### config.mk
export PLATFORM = sky130hd
export DESIGN_NAME = audio_play_seq
export DESIGN_NICKNAME = d
export VERILOG_FILES = /design/src/rtl/aps_pkg.sv /design/src/rtl/aps_ctrl.sv /design/src/rtl/aps_chan_map.sv /design/src/rtl/aps_zero_det.sv /design/src/rtl/audio_play_seq.sv
export SDC_FILE = /design/constraint.sdc
export NUM_CORES = 1
export LEC_CHECK = 0
export CORE_MARGIN = 2
export CORE_UTILIZATION = 40
export DETAILED_ROUTE_END_ITERATION = 7
export GPL_TIMING_DRIVEN = 1
export PLACE_DENSITY = 0.73
export SLEW_MARGIN = 40
export SYNTH_ARGS = -nofsm -noshare
export SYNTH_HDL_FRONTEND = slang
export SYNTH_SLANG_ARGS = --single-unit
### constraint.sdc
create_clock -name clk -period 2.2 [get_ports clk]
set_clock_uncertainty 0.2 [all_clocks]
set_input_delay 0.33 -clock clk [delete_from_list [all_inputs] [get_ports clk]]
set_output_delay 0.33 -clock clk [all_outputs]
set_load 0.01 [all_outputs]
### src/rtl/aps_pkg.sv
// Shared types for the audio playback sequencer.
package aps_pkg;
    typedef enum logic [1:0] {
        ST_IDLE  = 2'd0,
        ST_ARMED = 2'd1,
        ST_PLAY  = 2'd2,
        ST_DRAIN = 2'd3
    } aps_state_e;

    localparam logic [1:0] ALT_NONE   = 2'd0;
    localparam logic [1:0] ALT_STEREO = 2'd1;
    localparam logic [1:0] ALT_MONO   = 2'd2;

    // True when the format select carries audio.
    function automatic logic alt_streams(input logic [1:0] alt);
        return (alt == ALT_STEREO) || (alt == ALT_MONO);
    endfunction
endpackage

### src/rtl/aps_ctrl.sv
// Sequencing state machine: arms on a stored packet, starts on the next
// start-of-frame, drains after the final packet, aborts on suspend or a
// zero-bandwidth format. Assumes all strobes are single-cycle and synchronous.
module aps_ctrl
    import aps_pkg::*;
(
    input  logic       clk,
    input  logic       rst_n,
    input  logic       pkt_rcvd_i,
    input  logic       last_pkt_i,
    input  logic       sof_i,
    input  logic       bus_suspend_i,
    input  logic [1:0] alt_sel_i,
    input  logic       smp_tick_i,
    input  logic       buf_empty_i,
    output logic       playing_o,
    output logic       rd_en_o
);
    aps_state_e st_q, st_d;
    logic       last_seen_q, last_seen_d;
    logic       abort;

    assign abort = bus_suspend_i || !alt_streams(alt_sel_i);

    // Next-state selection; abort has priority over every other event.
    always_comb begin
        st_d        = st_q;
        last_seen_d = last_seen_q;
        if (abort) begin
            st_d        = ST_IDLE;
            last_seen_d = 1'b0;
        end else begin
            unique case (st_q)
                ST_IDLE: begin
                    last_seen_d = 1'b0;
                    if (pkt_rcvd_i) st_d = ST_ARMED;
                end
                ST_ARMED: begin
                    if (last_pkt_i) last_seen_d = 1'b1;
                    if (sof_i) begin
                        st_d        = (last_seen_q || last_pkt_i) ? ST_DRAIN : ST_PLAY;
                        last_seen_d = 1'b0;
                    end
                end
                ST_PLAY: begin
                    if (last_pkt_i) st_d = ST_DRAIN;
                end
                ST_DRAIN: begin
                    if (smp_tick_i && buf_empty_i) st_d = ST_IDLE;
                end
                default: st_d = ST_IDLE;
            endcase
        end
    end

    // State registers.
    always_ff @(posedge clk) begin
        if (!rst_n) begin
            st_q        <= ST_IDLE;
            last_seen_q <= 1'b0;
        end else begin
            st_q        <= st_d;
            last_seen_q <= last_seen_d;
        end
    end

    assign playing_o = (st_q == ST_PLAY) || (st_q == ST_DRAIN);
    assign rd_en_o   = playing_o && smp_tick_i && !buf_empty_i;
endmodule

### src/rtl/aps_chan_map.sv
// Channel mapper: picks the sample for this tick (mono copy, underrun
// silence) and holds the converter outputs; clears them while not playing.
module aps_chan_map #(
    parameter int DATA_W = 16
) (
    input  logic              clk,
    input  logic              rst_n,
    input  logic              playing_i,
    input  logic              mono_i,
    input  logic              smp_tick_i,
    input  logic              buf_empty_i,
    input  logic [DATA_W-1:0] buf_left_i,
    input  logic [DATA_W-1:0] buf_right_i,
    output logic              smp_vld_o,
    output logic [DATA_W-1:0] nxt_left_o,
    output logic [DATA_W-1:0] nxt_right_o,
    output logic [DATA_W-1:0] out_left_o,
    output logic [DATA_W-1:0] out_right_o
);
    // Sample selection for the current tick.
    always_comb begin
        if (buf_empty_i) begin
            nxt_left_o  = '0;
            nxt_right_o = '0;
        end else begin
            nxt_left_o  = buf_left_i;
            nxt_right_o = mono_i ? buf_left_i : buf_right_i;
        end
    end

    assign smp_vld_o = playing_i && smp_tick_i;

    // Output hold registers.
    always_ff @(posedge clk) begin
        if (!rst_n || !playing_i) begin
            out_left_o  <= '0;
            out_right_o <= '0;
        end else if (smp_tick_i) begin
            out_left_o  <= nxt_left_o;
            out_right_o <= nxt_right_o;
        end
    end
endmodule

### src/rtl/aps_zero_det.sv
// Silence detector: counts consecutive zero sample periods up to ZERO_RUN.
// Idle ticks count as zero; starts saturated so the flag is high after reset.
module aps_zero_det #(
    parameter int DATA_W   = 16,
    parameter int ZERO_RUN = 1024
) (
    input  logic              clk,
    input  logic              rst_n,
    input  logic              smp_tick_i,
    input  logic              smp_vld_i,
    input  logic [DATA_W-1:0] nxt_left_i,
    input  logic [DATA_W-1:0] nxt_right_i,
    output logic              zero_o
);
    localparam int CNT_W = $clog2(ZERO_RUN + 1);
    localparam logic [CNT_W-1:0] RUN_MAX = CNT_W'(ZERO_RUN);

    logic [CNT_W-1:0] run_q;
    logic             loud;

    assign loud = smp_vld_i && ((nxt_left_i != '0) || (nxt_right_i != '0));

    // Run counter, cleared by any audible sample, saturating at RUN_MAX.
    always_ff @(posedge clk) begin
        if (!rst_n) begin
            run_q <= RUN_MAX;
        end else if (smp_tick_i) begin
            if (loud)                run_q <= '0;
            else if (run_q != RUN_MAX) run_q <= run_q + 1'b1;
        end
    end

    assign zero_o = (run_q == RUN_MAX);
endmodule

### src/rtl/audio_play_seq.sv
// Top of the audio playback sequencer. Ties the state machine, channel
// mapper and silence detector together and registers the suspend flag.
// Assumes buf_* present the head of a show-ahead buffer popped by rd_en_o.
module audio_play_seq
    import aps_pkg::*;
#(
    parameter int DATA_W   = 16,
    parameter int ZERO_RUN = 1024
) (
    input  logic              clk,
    input  logic              rst_n,
    input  logic              pkt_rcvd_i,
    input  logic              last_pkt_i,
    input  logic              sof_i,
    input  logic              bus_suspend_i,
    input  logic [1:0]        alt_sel_i,
    input  logic              smp_tick_i,
    input  logic              buf_empty_i,
    input  logic [DATA_W-1:0] buf_left_i,
    input  logic [DATA_W-1:0] buf_right_i,
    output logic              rd_en_o,
    output logic              mute_o,
    output logic [DATA_W-1:0] out_left_o,
    output logic [DATA_W-1:0] out_right_o,
    output logic              play_n_o,
    output logic              susp_n_o,
    output logic              zero_o
);
    logic              playing;
    logic              smp_vld;
    logic [DATA_W-1:0] nxt_l, nxt_r;
    logic              susp_n_q;

    aps_ctrl u_ctrl (
        .clk           (clk),
        .rst_n         (rst_n),
        .pkt_rcvd_i    (pkt_rcvd_i),
        .last_pkt_i    (last_pkt_i),
        .sof_i         (sof_i),
        .bus_suspend_i (bus_suspend_i),
        .alt_sel_i     (alt_sel_i),
        .smp_tick_i    (smp_tick_i),
        .buf_empty_i   (buf_empty_i),
        .playing_o     (playing),
        .rd_en_o       (rd_en_o)
    );

    aps_chan_map #(.DATA_W(DATA_W)) u_map (
        .clk         (clk),
        .rst_n       (rst_n),
        .playing_i   (playing),
        .mono_i      (alt_sel_i == ALT_MONO),
        .smp_tick_i  (smp_tick_i),
        .buf_empty_i (buf_empty_i),
        .buf_left_i  (buf_left_i),
        .buf_right_i (buf_right_i),
        .smp_vld_o   (smp_vld),
        .nxt_left_o  (nxt_l),
        .nxt_right_o (nxt_r),
        .out_left_o  (out_left_o),
        .out_right_o (out_right_o)
    );

    aps_zero_det #(.DATA_W(DATA_W), .ZERO_RUN(ZERO_RUN)) u_zero (
        .clk         (clk),
        .rst_n       (rst_n),
        .smp_tick_i  (smp_tick_i),
        .smp_vld_i   (smp_vld),
        .nxt_left_i  (nxt_l),
        .nxt_right_i (nxt_r),
        .zero_o      (zero_o)
    );

    // Suspend flag register (active low).
    always_ff @(posedge clk) begin
        if (!rst_n) susp_n_q <= 1'b1;
        else        susp_n_q <= !bus_suspend_i;
    end

    assign susp_n_o = susp_n_q;
    assign play_n_o = !playing;
    assign mute_o   = !playing;
endmodule

## After elaboration in Yosys (flattened, before gate mapping)

Cells that the tools add are included.

| word-level totals | value |
|---|---|
| input bits | 42 |
| output and inout bits | 37 |
| register bits | 47 |
| word-level logic and storage cells | 58 |

| cells by class | value |
|---|---|
| mux-type cells | 14 |
| equality and inequality tests | 12 |
| add/subtract/negate cells | 1 |
| bitwise logic cells | 1 |
| reduce and logical (&&, ||, !) cells | 24 |

Operators with widths:

| operator | count |
|---|---|
| two-way mux 16 bit | 3 |
| nonzero test 16 bit | 2 |
| two-way mux 11 bit | 2 |
| adder 11 x 1 -> 11 bit (second input constant) | 1 |
| == test 11 bit (second input constant) | 1 |
| inequality test 11 bit (second input constant) | 1 |
| two-way mux 2 bit | 4 |
| one-hot mux 2 bit (4 select lines) | 1 |
| == test 2 bit (second input constant) | 3 |
| logical OR 1 bit | 6 |
| inequality test 2 bit (second input constant) | 3 |
| logical NOT 1 bit | 5 |
| == test 2 x 1 -> 1 bit (second input constant) | 2 |
| logical AND 1 bit | 4 |
| AND reduction 2 bit | 2 |
| AND reduction 4 bit | 1 |
| nonzero test 2 bit | 2 |
| two-way mux 1 bit | 3 |
| inequality test 3 bit (second input constant) | 1 |
| logical NOT 2 bit | 1 |
| inequality test 2 x 1 -> 1 bit (second input constant) | 1 |
| one-hot mux 1 bit (2 select lines) | 1 |
| OR reduction 2 bit | 1 |
| inverter 1 bit | 1 |

## Depth between registers and ports, before layout

Gate-level depths: netlist (run 1).

| logic depth | value |
|---|---|
| depth after elaboration | 8 |
| mapped depth | 7 |

## By module

A second synthesis (run 1) with hierarchy kept.

| unflattened totals | value |
|---|---|
| cell total of the unflattened synthesis | 279 |
| area, all modules | 2,565.0 um^2 |

By module, submodules not included:

| module | times used | seq. area each (um^2) | cells each | area each (um^2) |
|---|---|---|---|---|
| aps_chan_map | 1 | 640.6 | 163 | 1,535.2 |
| aps_zero_det | 1 | 220.2 | 82 | 714.4 |
| aps_ctrl | 1 | 60.1 | 29 | 266.5 |
| audio_play_seq | 1 | 20.0 | 5 | 48.8 |

## Worst setup path before layout (run 1)

OpenSTA, ideal clock, no wires.

| timing path | value |
|---|---|
| path kind | reg-to-reg |
| start | register u_ctrl.st_q[0] |
| end | register u_ctrl.st_q[0] |
| slack | 0.192 ns |
| data required time | 1.930 ns |
| stages on the path, launching flop included | 7 |
| path buffers | 0 |
| period minus slack after synthesis | 2.008 ns |
| arrival time | 1.739 ns |
| cells stage by stage | dfxtp_1 > inv_1 > ha_1 > nor2b_1 > or4_4 > or3_1 > a21oi_1 |

| on the way | value |
|---|---|
| word-level cells in the longest chain between the ends | 3 |
| elaborated cells on any way between the ends | 10 |

RTL lines:

| element | RTL line | text |
|---|---|---|
| start, declared | aps_ctrl.sv:19 | `aps_state_e st_q, st_d;` |
| start signal, assigned | aps_ctrl.sv:62 | `st_q <= st_d;` |
| == test 2 bit, or another cell as far along | aps_ctrl.sv:33 | `unique case (st_q)` |
| inequality test 2 x 1 -> 1 bit (no line) or inequality test 2 bit (tied branches) | - |  |
| AND reduction 4 bit (no line) | - |  |

Several ways; a longest one is shown, not always the timed one.
A chain may end at the register's enable or synchronous reset.

## Final worst setup path (run 1)

Ends and elaborated chain as after synthesis.

==> results of run 1 <==
per-layer routing:
metal	global-route usage [%]	part of all wire [%]	vias up
met2	31.9	46	57
li1	-	-	1061
met5	0	0	-
met1	29.0	48	1020
met3	3.91	4.5	8
met4	6.14	1.7	0
metrics by stage:
| step | instance area (µm²) | cells | TNS (ns) |
|---|---|---|---|
| floorplan | 2210 | 240 | 0 |
| global placement | 3200 | 395 | -0.0159 |
| detailed placement | 3200 | 395 | -0.138 |
| CTS | 3360 | 403 | 0 |
| global route | 3360 | 403 | 0 |
| finish | 3360 | 403 | 0 |
sequential cells by signal, summed over array words and instances, names as in the netlist:
| name | cells |
|---|---|
| u_map.out_left_o | 16 |
| u_map.out_right_o | 16 |
| u_zero.run_q | 11 |
| u_ctrl.st_q | 2 |
| susp_n_o | 1 |
| u_ctrl.last_seen_q | 1 |
critical path: cells and delay by family (launching register included):
kind | cells | cell delay, ns
and+or+nand+nor | 3 | 1.02
DFF | 1 | 0.37
adders and majority gates | 1 | 0.22
AOI/OAI and AO/OA | 1 | 0.12
buffers and inverters | 1 | 0.07
where the power goes:
part | switching, µW | leakage (µW) | internal, µW
registers | 1.72 | 0.000380 | 852
logic | 91.8 | 0.000773 | 133
clock network | 304 | 0.0000654 | 455
total | 397 | 0.00122 | 1440
placed cells by master (no fill, tap or decap), types with 3 or more instances in the layout:
cell type / synthesis / layout
nor3b_1: 10 / 10
mux2_2: 16 / 16
and4_1: 3 / 3
ha_1: 7 / 6
nor4_1: 8 / 8
clkbuf_8: 0 / 5
dfxtp_1: 47 / 45
a21oi_1: 3 / 3
nand3_1: 6 / 6
nor2b_1: 5 / 4
nor2_1: 38 / 37
a22oi_1: 32 / 32
inv_1: 8 / 8
nand2_1: 6 / 6
buf_4: 1 / 17
xor2_1: 7 / 7
nand4_1: 3 / 3
dlygate4sd2_1: 0 / 4
clkdlybuf4s50_1: 0 / 74
what timing repair did:
action / 4_1_cts / 5_1_grt
hold buffers: 0 / 0
hold endpoints to repair: 0 / 0
pin swaps: 0 / 0
endpoints found under the setup margin: 4 / 1
gates resized for setup: 12 / 1
final cells by class:
cell class,count,area (µm²)
clock inverter,2,60.1
fill,468,2080
inverter,9,33.8
tap,72,90.1
clock buffer,6,72.6
sequential,47,943
timing repair buffer,97,943
multi-input combinational,170,1220
cells by family (layout without fill, tap and decap cells):
kind of cell | after synthesis | after routing | share of synthesized area [%]
AND/OR/NAND/NOR | 88 | 88 | 21.0
AO/OA/AOI/OAI | 49 | 49 | 16.1
flip-flops | 47 | 47 | 42.5
buffers and inverters | 23 | 114 | 4.18
multiplexers | 18 | 18 | 9.04
XOR/XNOR | 8 | 8 | 3.17
adder cells (fa/ha/maj) | 7 | 7 | 3.96
worst max path at each step:
stage | to | cells past startpoint | startpoint | slack, ns
3_5_place_dp | u_ctrl.st_q[0] | 5 | buf_empty_i | -0.06
5_1_grt | zero_o | 6 | u_zero.run_q[0] | 0.008
2_1_floorplan | u_ctrl.st_q[0] | 6 | u_ctrl.st_q[0] | 0.19
3_3_place_gp | u_ctrl.st_q[0] | 5 | buf_empty_i | -0.02
4_1_cts | u_ctrl.st_q[0] | 6 | u_ctrl.st_q[1] | 0.07
6_report | u_ctrl.st_q[0] | 6 | u_ctrl.st_q[0] | 0.12
==> flow_metrics.tcl, run 1 <==
set metrics [dict create \
    slew_viol_final 0 \
    slew_headroom_pct 75.8 \
    cp.arrival_ns 2.11 \
    synth_common_cells "dfxtp_1, nor2_1, a22oi_1, mux2_2, clkbuf_1" \
    regToRegSetupSlack_ns 0.12 \
    hold-path-cell-count 2 \
    grt.overflow.total 0 \
    syn-cell-area_um2 2210 \
    avgSynthCellArea_um2 9.22 \
    fmax_ghz 0.481 \
    critPathLaunchType "flop" \
    antenna_found_initial 0 \
    p_per_area_nw_per_um2 547 \
    yosysTopAreaCell "dfxtp_1" \
    pre_cts_ws_ns -0.0592 \
    core_um2 5440 \
    cts_setup_buffers 0 \
    cellLeakagePower_uw 0.00122 \
    fp.dieW_um 78.4 \
    finalSetupViolations 0 \
    crit_path_max_incr_delay_ns 0.52 \
    wirelength_um 6190 \
    die_h_um 78.4 \
    synth_area_leaders "dfxtp_1, a22oi_1, mux2_2, nor2_1, ha_1" \
    placementRows 27 \
    clk_latency_ns 0.30 \
    syn_inst 240 \
    grt_pass1_wl_um 9940 \
    finalPower_uw 1840 \
    worstPathRequired_ns 2.23 \
    worst_slack_ns 0.121 \
    nets 379 \
    final_layout_size_suffix_gt1_share_pct 16.3 \
    dieArea_um2 6140 \
    drt_iter0_markers 178 \
    timing.rr.end "u_ctrl.st_q[0]" \
    synth_seq_cells 47 \
    tightest_slew_ns 0.359 \
    n_antenna_cell 0 \
    io_buffer_count 78 \
    grt_pass1_vias 2020 \
    fin_crit_ns 2.08 \
    tritoncts "done" \
    areaGrowthSynthToFinish_pct 51.8 \
    root_buffer "clkbuf_8" \
    num_vias 2146 \
    dr.pass1.iters 4 \
    rr_startpoint "u_ctrl.st_q[0]" \
    pin_count 79 \
    worstHoldEndpoint "u_ctrl.last_seen_q" \
    gp_congestion 0.842 \
    track_usage_pct 20.5 \
    outcome "completed" \
    peakVddDrop_mv 0.344 \
    ys_seq_area_share_pct 42.5 \
    grt_start_max_net_pins 33 \
    yosysTopAreaCellShare_pct 42.5 \
    hold_slack_ns 0.303 \
    cts.clk_slew.worst_paths_ns 0.09 \
    critPathKind "reg2reg" \
    hp-start "u_ctrl.last_seen_q" \
    vias_per_cell 5.33 \
    slowest_stage "or4_4" \
    synth_nets 289 \
    ys_types 39 \
    cts_buffers 5 \
    worstPathCellList "inv_1, ha_2, nor2b_1, or4_4, or3_1, a21oi_1" \
    yosysWarningCount 0 \
    endpoint_kind "flop" \
    drc 0 \
    post-dp-hpwl_um 4610 \
    synth_edf_count 0 \
    crit_fanout 5 \
    yosysMostFrequentCell "dfxtp_1" \
    synthArstFlopShare_pct 0 \
    cap_violations 0 \
    rsz0062_at_grt "false" \
    fin_crit_sh_pct 94.5 \
    hp-class "reg2reg" \
    cts_buffer_depth 2 \
    finalCoreUtilization_pct 61.8 \
    worstRegToRegCells 6 \
    numClockSinks 47 \
    htree_num_levels 2 \
    finalHoldViolCount 0 \
    ant_nets 0 \
    wire_per_inst_um 15.4 \
    start_util_pct 40.7 \
    ys.flop_type "dfxtp_1" \
]
No activity file was read; power rests on OpenSTA's default activity.
==> run 2, diff against run 1 <==
- CTS_BUF_LIST: default -> sky130_fd_sc_hd__clkbuf_4
==> run 2 against run 1 <==
Hold slack worse by 0.0092 ns. Register-to-register slack worse by 0.06 ns. Wire length up 0.42%. Critical path depth unchanged. Critical endpoint unchanged.
==> flow_metrics.tcl, run 2 (synthesis gave the netlist of run 1 again) <==
set metrics [dict create \
    drc 0 \
    wire_per_inst_um 15.3 \
    grt_pass1_wl_um 9960 \
    design_area_um2 3350 \
    finalPower_uw 1740 \
    root_buffer "clkbuf_4" \
    layout.cells.non_filler 405 \
    fp.dieW_um 78.4 \
    finalSetupViolations 0 \
    worstPathRequired_ns 2.30 \
    areaGrowthSynthToFinish_pct 51.6 \
    start_util_pct 40.7 \
    worstPathCellList "buf_4, ha_1, nor2b_1, or4_4, or3_4, a21oi_2" \
    vias_per_cell 5.26 \
    fin_crit_sh_pct 97.3 \
    layout_commonest_cell "clkdlybuf4s50_1" \
    cts.clk_slew.worst_paths_ns 0.13 \
    p_per_area_nw_per_um2 517 \
    peakVddDrop_mv 0.301 \
    post-dp-hpwl_um 4610 \
    pin_count 79 \
    dieArea_um2 6140 \
    slowest_stage "or4_4" \
    wirelength_um 6210 \
    grt_start_max_net_pins 33 \
    antenna_found_initial 0 \
    worst-path-buf-inv 1 \
    hp-class "in2reg" \
    placementRows 27 \
    io_buffer_count 78 \
    ant_nets 0 \
    critPathKind "reg2reg" \
    mostFrequentLayoutCells "clkdlybuf4s50_1, dfxtp_1, nor2_1" \
    cellLeakagePower_uw 0.00122 \
    reg.largest.list "u_map.out_left_o x16, u_map.out_right_o x16, u_zero.run_q x11" \
    place_area_um2 3200 \
    slew_headroom_pct 73.8 \
    tritoncts "done" \
    cts_buffer_depth 2 \
    fmax_ghz 0.467 \
    track_usage_pct 20.8 \
    finalSetupTns_ns 0 \
    top_layer_used "met4" \
    htree_num_levels 2 \
    outcome "completed" \
    n_antenna_cell 0 \
    cap_violations 0 \
    final_layout_size_suffix_gt1_share_pct 18.3 \
    cp.arrival_ns 2.24 \
    tightest_slew_ns 0.390 \
    numClockSinks 47 \
    crit_path_max_incr_delay_ns 0.50 \
    core_um2 5440 \
    die_h_um 78.4 \
    cp_top_family "simple AND/OR/NAND/NOR gates" \
    finalHoldViolCount 0 \
    met2_length_um 2860 \
    fin_crit_ns 2.14 \
    critPathLaunchType "flop" \
    cts_buffers 5 \
    place_inst 395 \
    dr.pass1.iters 4 \
    drt_iter0_markers 162 \
    nets 381 \
    holdBufCountCts 0 \
    wirelength_met1_um 2970 \
    endpoint_kind "flop" \
    wl_met3_um 254 \
    num_vias 2132 \
    clk_latency_ns 0.36 \
    gp_congestion 0.842 \
    rsz0062_at_grt "false" \
    slew_viol_final 0 \
    grt.overflow.total 0 \
    crit_fanout 4 \
    grt_pass1_vias 2032 \
]
-- run 2: through the flow --
step,hold WS [ns],setup slack (ns),util [%]
floorplan,0.200,0.192,-
finish,0.294,0.0592,61.7
detailed placement,0.284,-0.0592,58.8
global route,0.298,0.00479,61.7
CTS,0.291,0.0252,61.4
global placement,0.262,-0.0159,58.8
-- run 2: final cells by class --
cell class	instances	area, µm²
Fill cell	475	2080
Multi-Input combinational cell	170	1230
Timing Repair Buffer	99	955
Sequential cell	47	943
Tap cell	72	90.1
Clock inverter	2	60.1
Clock buffer	6	45.0
Inverter	9	33.8
-- run 2: metal layers --
metal | track usage, % | vias up
li1 | - | 1060
met1 | 28.9 | 1011
met2 | 32.2 | 51
met3 | 4.25 | 10
met4 | 7.19 | 0
met5 | 0 | -
-- run 2: path summary, 6_finish.rpt --
path | from | to | slack, ns | cells past startpoint
worst max-delay path | u_ctrl.st_q[0] | u_ctrl.st_q[0] | 0.06 | 6
worst min-delay path | bus_suspend_i | susp_n_o | 0.29 | 2
worst max register to register | u_ctrl.st_q[0] | u_ctrl.st_q[0] | 0.06 | 6
worst min register to register | u_ctrl.last_seen_q | u_ctrl.last_seen_q | 0.31 | 2
-- run 2: repair_timing --
action,CTS,global route
buffers inserted,1,1
endpoints found under the setup margin,5,2
resized for setup,14,4
pin swaps,0,1
-- run 2: power breakdown --
part	internal, µW	switching [µW]	total [µW]
Clock	367	284	651
Sequential	854	1.63	855
Combinational	136	93.6	229
